**src/rtl/gpio_port_pkg.sv**
```systemverilog
package gpio_port_pkg;

    localparam int PIN_CNT  = 16;
    localparam int DATA_W   = 32;
    localparam int FIELD_W  = 2;
    localparam int HALF_W   = DATA_W / 2;
    localparam int IDX_W    = 4;

    // word index of each register (byte offset / 4)
    typedef enum logic [IDX_W-1:0] {
        RI_MODE  = 4'd0,
        RI_OTYPE = 4'd1,
        RI_SPEED = 4'd2,
        RI_PULL  = 4'd3,
        RI_IDR   = 4'd4,
        RI_ODR   = 4'd5,
        RI_BSR   = 4'd6,
        RI_LOCK  = 4'd7,
        RI_AFL   = 4'd8,
        RI_AFH   = 4'd9
    } reg_idx_e;

    localparam int LAST_IDX = 9;

    typedef struct packed {
        logic [DATA_W-1:0]  mode;
        logic [PIN_CNT-1:0] otype;
        logic [DATA_W-1:0]  speed;
        logic [DATA_W-1:0]  pull;
        logic [DATA_W-1:0]  afl;
        logic [DATA_W-1:0]  afh;
        logic [PIN_CNT-1:0] idr;
        logic [PIN_CNT-1:0] odr;
        logic [PIN_CNT-1:0] pin;
        logic [DATA_W-1:0]  rdata;
        logic               err;
    } port_state_t;

    function automatic logic [DATA_W-1:0] reset_mode(input int id);
        case (id)
            0:       return 32'hA800_0000;
            1:       return 32'h0000_0280;
            default: return '0;
        endcase
    endfunction

    function automatic logic [DATA_W-1:0] reset_pull(input int id);
        case (id)
            0:       return 32'h6400_0000;
            1:       return 32'h0000_0100;
            default: return '0;
        endcase
    endfunction

    function automatic logic [DATA_W-1:0] reset_speed(input int id);
        case (id)
            1:       return 32'h0000_00C0;
            default: return '0;
        endcase
    endfunction

    function automatic port_state_t reset_state(input int id);
        port_state_t s;
        s       = '0;
        s.mode  = reset_mode(id);
        s.pull  = reset_pull(id);
        s.speed = reset_speed(id);
        return s;
    endfunction

endpackage

```
**src/rtl/gpio_addr_decode.sv**
```systemverilog
module gpio_addr_decode
    import gpio_port_pkg::*;
#(
    parameter int ADDR_W = 8
) (
    input  logic [ADDR_W-1:0] addr,
    output logic              hit,
    output reg_idx_e          idx
);
    localparam int WORD_W = ADDR_W - 2;

    logic [WORD_W-1:0] word;
    logic              aligned;

    always_comb begin
        word    = addr[ADDR_W-1:2];
        aligned = (addr[1:0] == 2'b00);
        hit     = aligned && (word <= WORD_W'(LAST_IDX));
        idx     = reg_idx_e'(word[IDX_W-1:0]);
    end
endmodule

```
**src/rtl/gpio_in_sync.sv**
```systemverilog
module gpio_in_sync #(
    parameter int W = 16
) (
    input  logic         clk,
    input  logic         rst_n,
    input  logic [W-1:0] raw,
    output logic [W-1:0] lvl,
    output logic [W-1:0] chg
);
    typedef struct packed {
        logic [W-1:0] s1;
        logic [W-1:0] s2;
        logic [W-1:0] prev;
    } sync_t;

    sync_t sy_d, sy_q;

    always_comb begin
        sy_d      = sy_q;
        sy_d.s1   = raw;
        sy_d.s2   = sy_q.s1;
        sy_d.prev = sy_q.s2;
    end

    always_ff @(posedge clk) begin
        if (!rst_n) sy_q <= '0;
        else        sy_q <= sy_d;
    end

    assign lvl = sy_q.s2;
    assign chg = sy_q.s2 ^ sy_q.prev;
endmodule

```
**src/rtl/gpio_odr_merge.sv**
```systemverilog
module gpio_odr_merge #(
    parameter int W      = 16,
    parameter int DATA_W = 32
) (
    input  logic [W-1:0]      odr_q,
    input  logic              wr_direct,
    input  logic              wr_setclr,
    input  logic [DATA_W-1:0] wdata,
    output logic [W-1:0]      odr_d
);
    localparam int HALF = DATA_W / 2;

    logic [W-1:0] set_v;
    logic [W-1:0] clr_v;

    always_comb begin
        set_v = wdata[W-1:0];
        clr_v = wdata[HALF+W-1:HALF];
        odr_d = odr_q;
        if (wr_direct)
            odr_d = wdata[W-1:0];
        else if (wr_setclr)
            odr_d = (odr_q & ~clr_v) | set_v;   // set applied last: set wins
    end
endmodule

```
**src/rtl/gpio_pin_gate.sv**
```systemverilog
module gpio_pin_gate #(
    parameter int W       = 16,
    parameter int FIELD_W = 2
) (
    input  logic [W-1:0]         odr_q,
    input  logic [W-1:0]         odr_d,
    input  logic [W*FIELD_W-1:0] mode_q,
    input  logic [W-1:0]         pin_q,
    output logic [W-1:0]         pin_d
);
    for (genvar i = 0; i < W; i++) begin : g_pin
        logic moved;
        logic driving;
        assign moved    = odr_q[i] ^ odr_d[i];
        assign driving  = |mode_q[i*FIELD_W +: FIELD_W];
        assign pin_d[i] = (moved && driving) ? odr_d[i] : pin_q[i];
    end
endmodule

```
**src/rtl/gpio_port_ctrl.sv**
```systemverilog
module gpio_port_ctrl
    import gpio_port_pkg::*;
#(
    parameter int PORT_ID = 0,
    parameter int ADDR_W  = 8
) (
    input  logic              clk,
    input  logic              rst_n,
    input  logic [ADDR_W-1:0] bus_addr,
    input  logic              bus_we,
    input  logic [31:0]       bus_wdata,
    input  logic              bus_re,
    output logic [31:0]       bus_rdata,
    output logic              bus_err,
    input  logic [15:0]       pin_in,
    output logic [15:0]       pin_out
);
    localparam port_state_t RST_STATE = reset_state(PORT_ID);
    localparam int          MODE_W    = PIN_CNT * FIELD_W;

    port_state_t st_d, st_q;

    logic               acc_hit;
    reg_idx_e           acc_idx;
    logic               wr_ok;
    logic               rd_ok;
    logic               wr_direct;
    logic               wr_setclr;
    logic [PIN_CNT-1:0] odr_nxt;
    logic [PIN_CNT-1:0] pin_nxt;
    logic [PIN_CNT-1:0] in_lvl;
    logic [PIN_CNT-1:0] in_chg;

    gpio_addr_decode #(.ADDR_W(ADDR_W)) u_dec (
        .addr (bus_addr),
        .hit  (acc_hit),
        .idx  (acc_idx)
    );

    gpio_in_sync #(.W(PIN_CNT)) u_sync (
        .clk   (clk),
        .rst_n (rst_n),
        .raw   (pin_in),
        .lvl   (in_lvl),
        .chg   (in_chg)
    );

    assign wr_ok     = bus_we && acc_hit;
    assign rd_ok     = bus_re && acc_hit;
    assign wr_direct = wr_ok && (acc_idx == RI_ODR);
    assign wr_setclr = wr_ok && (acc_idx == RI_BSR);

    gpio_odr_merge #(.W(PIN_CNT), .DATA_W(DATA_W)) u_merge (
        .odr_q     (st_q.odr),
        .wr_direct (wr_direct),
        .wr_setclr (wr_setclr),
        .wdata     (bus_wdata),
        .odr_d     (odr_nxt)
    );

    gpio_pin_gate #(.W(PIN_CNT), .FIELD_W(FIELD_W)) u_gate (
        .odr_q  (st_q.odr),
        .odr_d  (odr_nxt),
        .mode_q (st_q.mode[MODE_W-1:0]),
        .pin_q  (st_q.pin),
        .pin_d  (pin_nxt)
    );

    always_comb begin
        st_d       = st_q;
        st_d.rdata = '0;
        st_d.err   = 1'b0;

        // configuration writes
        if (wr_ok) begin
            case (acc_idx)
                RI_MODE:  st_d.mode  = bus_wdata;
                RI_OTYPE: st_d.otype = bus_wdata[PIN_CNT-1:0];
                RI_SPEED: st_d.speed = bus_wdata;
                RI_PULL:  st_d.pull  = bus_wdata;
                RI_AFL:   st_d.afl   = bus_wdata;
                RI_AFH:   st_d.afh   = bus_wdata;
                default:  ;
            endcase
        end

        // output level and pin lines
        st_d.odr = odr_nxt;
        st_d.pin = pin_nxt;

        // input capture, qualified per pin
        for (int i = 0; i < PIN_CNT; i++) begin
            if (in_chg[i]
                && (st_q.mode[i*FIELD_W +: FIELD_W] == 2'b00)
                && (st_q.pull[i*FIELD_W +: FIELD_W] != 2'b00))
                st_d.idr[i] = in_lvl[i];
        end

        // registered read path
        if (rd_ok) begin
            case (acc_idx)
                RI_MODE:  st_d.rdata = st_q.mode;
                RI_OTYPE: st_d.rdata = {{HALF_W{1'b0}}, st_q.otype};
                RI_SPEED: st_d.rdata = st_q.speed;
                RI_PULL:  st_d.rdata = st_q.pull;
                RI_IDR:   st_d.rdata = {{HALF_W{1'b0}}, st_q.idr};
                RI_ODR:   st_d.rdata = {{HALF_W{1'b0}}, st_q.odr};
                RI_AFL:   st_d.rdata = st_q.afl;
                RI_AFH:   st_d.rdata = st_q.afh;
                default:  st_d.rdata = '0;
            endcase
        end

        st_d.err = (bus_re || bus_we) && !acc_hit;
    end

    always_ff @(posedge clk) begin
        if (!rst_n) st_q <= RST_STATE;
        else        st_q <= st_d;
    end

    assign bus_rdata = st_q.rdata;
    assign bus_err   = st_q.err;
    assign pin_out   = st_q.pin;

endmodule

```
**config.mk**
```make
export PLATFORM = sky130hd
export DESIGN_NAME = gpio_port_ctrl
export DESIGN_NICKNAME = d
export VERILOG_FILES = /design/src/rtl/gpio_port_pkg.sv /design/src/rtl/gpio_addr_decode.sv /design/src/rtl/gpio_in_sync.sv /design/src/rtl/gpio_odr_merge.sv /design/src/rtl/gpio_pin_gate.sv /design/src/rtl/gpio_port_ctrl.sv
export SDC_FILE = /design/constraint.sdc
export NUM_CORES = 1
export LEC_CHECK = 0
export BUFFER_PORTS_ARGS = -buffer_cell sky130_fd_sc_hd__buf_2
export CELL_PAD_IN_SITES_DETAIL_PLACEMENT = 0
export CELL_PAD_IN_SITES_GLOBAL_PLACEMENT = 1
export CORE_UTILIZATION = 30
export CTS_BUF_LIST = sky130_fd_sc_hd__clkbuf_2 sky130_fd_sc_hd__clkbuf_4 sky130_fd_sc_hd__clkbuf_8
export DETAILED_ROUTE_END_ITERATION = 6
export PLACE_DENSITY_LB_ADDON = 0.1
export SYNTH_ARGS = -nofsm -noshare
export SYNTH_HDL_FRONTEND = slang
export SYNTH_SLANG_ARGS = --single-unit
```
**constraint.sdc**
```tcl
create_clock -name clk -period 1.6 [get_ports clk]
set_clock_uncertainty 0.15 [all_clocks]
set_input_delay 0.16 -clock clk [delete_from_list [all_inputs] [get_ports clk]]
set_output_delay 0.16 -clock clk [all_outputs]
set_load 0.01 [all_outputs]
```
Word level (Yosys, flattened, before mapping) --
Index checks and enable logic that the tools add are counted. W data, S select, Z words.
Cells by class: magnitude comparators 1, equality and inequality tests 8, muxes and demuxes 3, bitwise operators 20, reduce and logical (&&, ||, !) cells 113
Operators by type and width (number):
- $pmux W32 S8 | 1
- $logic_and A1 B1 Y1 | 54
- $logic_not A2 Y1 | 17
- $mux W16 | 2
- $reduce_bool A2 Y1 | 16
- $reduce_or A2 Y1 | 16
- $and A16 B16 Y16 | 1
- $not A16 Y16 | 1
- $or A16 B16 Y16 | 1
- $xor A1 B1 Y1 | 16
- $xor A16 B16 Y16 | 1
- $reduce_and A2 Y1 | 7
- $eq A4 B3 Y1 const B | 3
- $eq A4 B2 Y1 const B | 2
- $eq A4 B4 Y1 const B | 2
- $le A6 B4 Y1 const B | 1
- $eq A4 B1 Y1 const B | 1
- $logic_not A4 Y1 | 1
- $logic_not A1 Y1 | 1
- $logic_or A1 B1 Y1 | 1
Word-level totals: register bits after elaboration 305, input port bits 60, output and inout port bits 49, logic and storage cells 189

Longest topological paths before layout --
depth after elaboration 8, mapped depth 8, depth with buffers taken out 4

Cells and area by module --
A second synthesis with hierarchy kept.
Unflattened totals: cells, all modules 1578, area total of the unflattened synthesis 13745.7 um^2
Modules (own cells, without submodules):
- gpio_port_ctrl | instances 1, cells each 1319, area each 11441.0 um^2, sequential area each 5144.9 um^2
- gpio_in_sync | instances 1, cells each 133, area each 1565.3 um^2, sequential area each 960.9 um^2
- gpio_pin_gate | instances 1, cells each 80, area each 419.2 um^2, sequential area each 0.0 um^2
- gpio_odr_merge | instances 1, cells each 39, area each 272.8 um^2, sequential area each 0.0 um^2
- gpio_addr_decode | instances 1, cells each 7, area each 47.5 um^2, sequential area each 0.0 um^2

Least setup slack after synthesis --
No wires, ideal clock.
path type input port to flip-flop, start input bus_addr[2], end register st_q (netlist bit pin_out[10]), library setup time 0.134 ns, arrival 1.335 ns, data required time 1.316 ns, setup slack -0.020 ns, stages 7, path buffers 3, cell sequence buf_4 nor2b_1 clkbuf_1 buf_2 a21oi_1 o311ai_0 o31ai_1
On the way: word-level cells in the longest chain between the ends 8, elaborated cells between the ends (all ways) 11, those cells by class 1 x order compare; 2 x eq/ne; 2 x mux; 1 x bitwise; 5 x reduce/logical
Ends and longest elaborated chain:
- start, declared | RTL line gpio_port_ctrl.sv:9 | input logic [ADDR_W-1:0] bus_addr,
- $le A6 B4 Y1 | RTL line gpio_addr_decode.sv:18 | hit = aligned && (word <= WORD_W'(LAST_IDX));
- $logic_and A1 B1 Y1 | RTL line gpio_addr_decode.sv:18
- $logic_and A1 B1 Y1 | RTL line gpio_port_ctrl.sv:48 | assign wr_ok = bus_we && acc_hit;
- $logic_and A1 B1 Y1 | RTL line gpio_port_ctrl.sv:51 | assign wr_setclr = wr_ok && (acc_idx == RI_BSR);
- $mux W16 | RTL line gpio_odr_merge.sv:22 | else if (wr_setclr)
- $mux W16 * | RTL line gpio_odr_merge.sv:20 | if (wr_direct)
- $xor A1 B1 Y1 | RTL line gpio_pin_gate.sv:14 | assign moved = odr_q[i] ^ odr_d[i];
- $logic_and A1 B1 Y1 | RTL line gpio_pin_gate.sv:16 | assign pin_d[i] = (moved && driving) ? odr_d[i] : pin_q[i];
- end signal, assigned | RTL line gpio_port_ctrl.sv:119 | else st_q <= st_d;
- end, declared | RTL line gpio_port_ctrl.sv:21 | port_state_t st_d, st_q;
Mark *: on every way between the ends. The rest lies on a longest branch, timed or not. A chain may end at the register's enable or synchronous reset.

Final worst setup path --
start register st_q (netlist bit pin_out[0]), end output pin_out[0]
RTL lines:
- end, declared | RTL line gpio_port_ctrl.sv:16 | output logic [15:0] pin_out
No word-level cell between the ends.

==> reports/metrics.csv <==
stage,metric,value,unit
worst_setup_path,cp.required,1.29,ns
placed_design,gp_congestion,0.767,
synthesis,yosysWarnings,0,
synthesis,async_reset_ff_share,0,%
synthesis,synth_seq_area_share,50.6,%
die,ios,109,
final_layout,layout.nets,1577,
synthesis,netlist_area,12100,µm²
timing,setup_viol,0,
cts,clk_pin_slew,0.06,ns
worst_setup_path,max_stage_delay,0.45,ns
synthesis,synth-main-ff-cell,dfxtp_1,
timing,drv_slew,0,
power,total_power,16600,µW
final_layout,n_antenna_cell,0,
worst_setup_path,cp_slowest_cell,dfxtp_1,
drt,drtIter0Drc,633,
timing,hold_ws,0.0462,ns
final_layout,seqCellArea,6110,µm²
global_routing,grt_max_degree,58,
placed_design,placed_area,13600,µm²
synthesis,yosysUniqueCellTypes,47,
flow_run,cap_violations,0,
timing,hold_viol_final,0,
synthesis,synth_nets,1398,
timing,slew_headroom,65.9,%
worst_setup_path,critical_path_class,reg -> out,
worst_setup_path,crit_chain,buf_2,
synthesis,synthAdderAreaFrac,0,%
cts,insertion_delay,0.63,ns
synthesis,postSynthAreaPerCell,9.02,µm²
timing,min_period,1.57,ns
synthesis,synth_edf_count,0,
run_status,status,"finished, final reports clean",
global_routing,grt_pass1_wl,64900,µm
synthesis,synth_xor_area_share,0.0726,%
drt,vias_per_cell,5.10,
timing,max_freq,637,MHz
die,coreArea,39700,µm²
cts,cts-root-buf,clkbuf_8,
synthesis,yosys.area_share.simple,17.7,%
final_layout,layout-drive-gt1-share,21.8,%
die,fp.dieW,203,µm
synthesis,synth_top_area_share,50.6,%
final_layout,mostFrequentLayoutCells,"dfxtp_1 (304), o21ai_0 (180), nand3_1 (139)",
cts,cts_tree,yes,
die,num_rows,73,
drt,postRouteAntennaNets,0,
final_layout,multi_input_comb_area,5110,µm²
placed_design,dp_hpwl,29400,µm
power,leakage,0.00569,µW
timing,post-route-period-util,98.1,%
drt,vias,10627,
power,ir_drop,518,µV
global_routing,grt_use_total,21.1,%
die,die-area,41000,µm²
cts,h-tree-depth,2,
cts,clock-sinks,305,
power,p_per_area,1070,nW/µm²
timing,setup_tns,0,ns
placed_design,port_buffers,108,
drt,drtPass1Iterations,5,
final_layout,areaGrowthSynthToFinish,28.0,%
drt,remaining_drc_errors,0,
cts,cts_buffers,54,
final_layout,n_fill_cell,4090,
drt,wire_per_inst,20.8,µm
global_routing,antenna_found_initial,0,
drt,drt-total-wl,43200,µm
final_layout,utilization,38.9,%
worst_setup_path,start_kind,flip-flop,
final_layout,layout_commonest_cell,dfxtp_1,
synthesis,yosys_register_bits,305,
synthesis,netlist_instances,1338,
synthesis,yosys.area.top_type,dfxtp_1,
hold_path,min_path_type,in -> reg,
worst_setup_path,arrival,1.26,ns
synthesis,synth_top_family_by_area,compound AO/OA/AOI/OAI gates,
synthesis,synth_compound_area_share,23.5,%
global_routing,grt-ovfl-total,0,
worst_setup_path,crit_buf_inv,1,
final_layout,design_area,15400,µm²
synthesis,netlist_top_cells_area,"dfxtp_1 (51%), o21ai_0 (7.5%), nand3_1 (5.8%)",
die,initial_utilization,30.4,%
cts,ctsLongestPathBuffers,3,
worst_setup_path,cp_max_fo,3,
timing,worstMarginPinSlew,0.512,ns
die,die_y,203,µm
worst_setup_path,endpoint_kind,output port,
global_routing,grt_pass1_vias,10394,
worst_setup_path,crit_family,flip-flops,
synthesis,synth_mux_area_share,0.498,%
==> area by class of cell <==
type	instances	share of cell area, %
clock buffer	86	6.90
timing repair buffer	278	15.1
tap	525	4.25
sequential	305	39.6
inverter	10	0.243
multi-input combinational	868	33.1
clock inverter	10	0.827
==> registers in the layout, summed over array words and instances (netlist names) <==
| signal | cells |
|---|---|
| u_sync.sy_q | 16 |
| u_sync.sy_d | 16 |
| u_sync.lvl | 16 |
| pin_out | 16 |
| bus_rdata | 32 |
| st_q | 208 |
| bus_err | 1 |
==> through the flow <==
step	setup slack (ns)	std cells
global route	-0.0134	2082
global placement	-0.495	1920
CTS	0.00254	2071
detailed placement	-0.472	1920
floorplan	-0.00881	1338
finish	0.0298	2082
==> synth_stat cells (2+ instances only) <==
| cell | instances |
|---|---|
| o311ai_0 | 12 |
| nor4bb_1 | 3 |
| nor2b_1 | 2 |
| buf_1 | 9 |
| a22o_1 | 16 |
| a21boi_0 | 33 |
| clkbuf_1 | 58 |
| o21ai_1 | 18 |
| o21ai_0 | 180 |
| a221oi_1 | 16 |
| clkbuf_2 | 4 |
| nand4_2 | 3 |
| buf_6 | 7 |
| buf_2 | 21 |
| o31ai_1 | 8 |
| a22oi_1 | 48 |
| o41ai_1 | 5 |
| nor2_1 | 47 |
| a31oi_1 | 19 |
| a21oi_1 | 34 |
| inv_1 | 10 |
| a21boi_1 | 31 |
| nor4_1 | 16 |
| nand4_1 | 2 |
| nand3b_1 | 11 |
| o221ai_1 | 5 |
| mux2i_1 | 6 |
| a222oi_1 | 16 |
| nand3_1 | 140 |
| and2_1 | 48 |
| nand2_1 | 133 |
| dfxtp_1 | 305 |
| buf_4 | 56 |
| nor4b_4 | 3 |
==> timing repair <==
item	4_1_cts	5_1_grt
endpoints found under the setup margin	1	1
setup buffers	0	10
gates resized for setup	1	7
hold buffers	55	0
gates cloned	0	1
pin swaps	0	2
hold endpoints to repair	247	0
==> layer usage <==
layer  share of wire (%)  global-route usage, %  vias to the layer above  wire, µm
met5                   0                      0                        -         0
met4                 1.7                   6.10                        0       715
met3                 4.1                   3.02                       56      1750
met2                  47                   34.7                      229     20200
met1                  48                   28.5                     5160     20600
li1                    -                      -                     5182         -
==> kinds of logic after synthesis <==
kind of cell	Yosys count
buffers and inverters	165
xor gates and xnor gates	1
and+or+nand+nor	418
muxes	6
DFF	305
AOI/OAI and AO/OA	443
==> report_power, final <==
group	internal (µW)	switching (µW)
clock network	4680	3320
logic	397	513
registers	7650	24.0
total	12700	3860
==> path summary, 6_finish.rpt <==
check | startpoint | to | slack, ns | cells after the start
worst min register to register | u_sync.sy_d[30] | u_sync.lvl[14] | 0.28 | 1
worst max register to register | st_q[60] | st_q[60] | 0.17 | 3
worst min-delay path | bus_addr[5] | bus_err | 0.05 | 4
worst max-delay path | pin_out[0] | pin_out[0] | 0.03 | 1
Power figures use the tool's default switching activity.
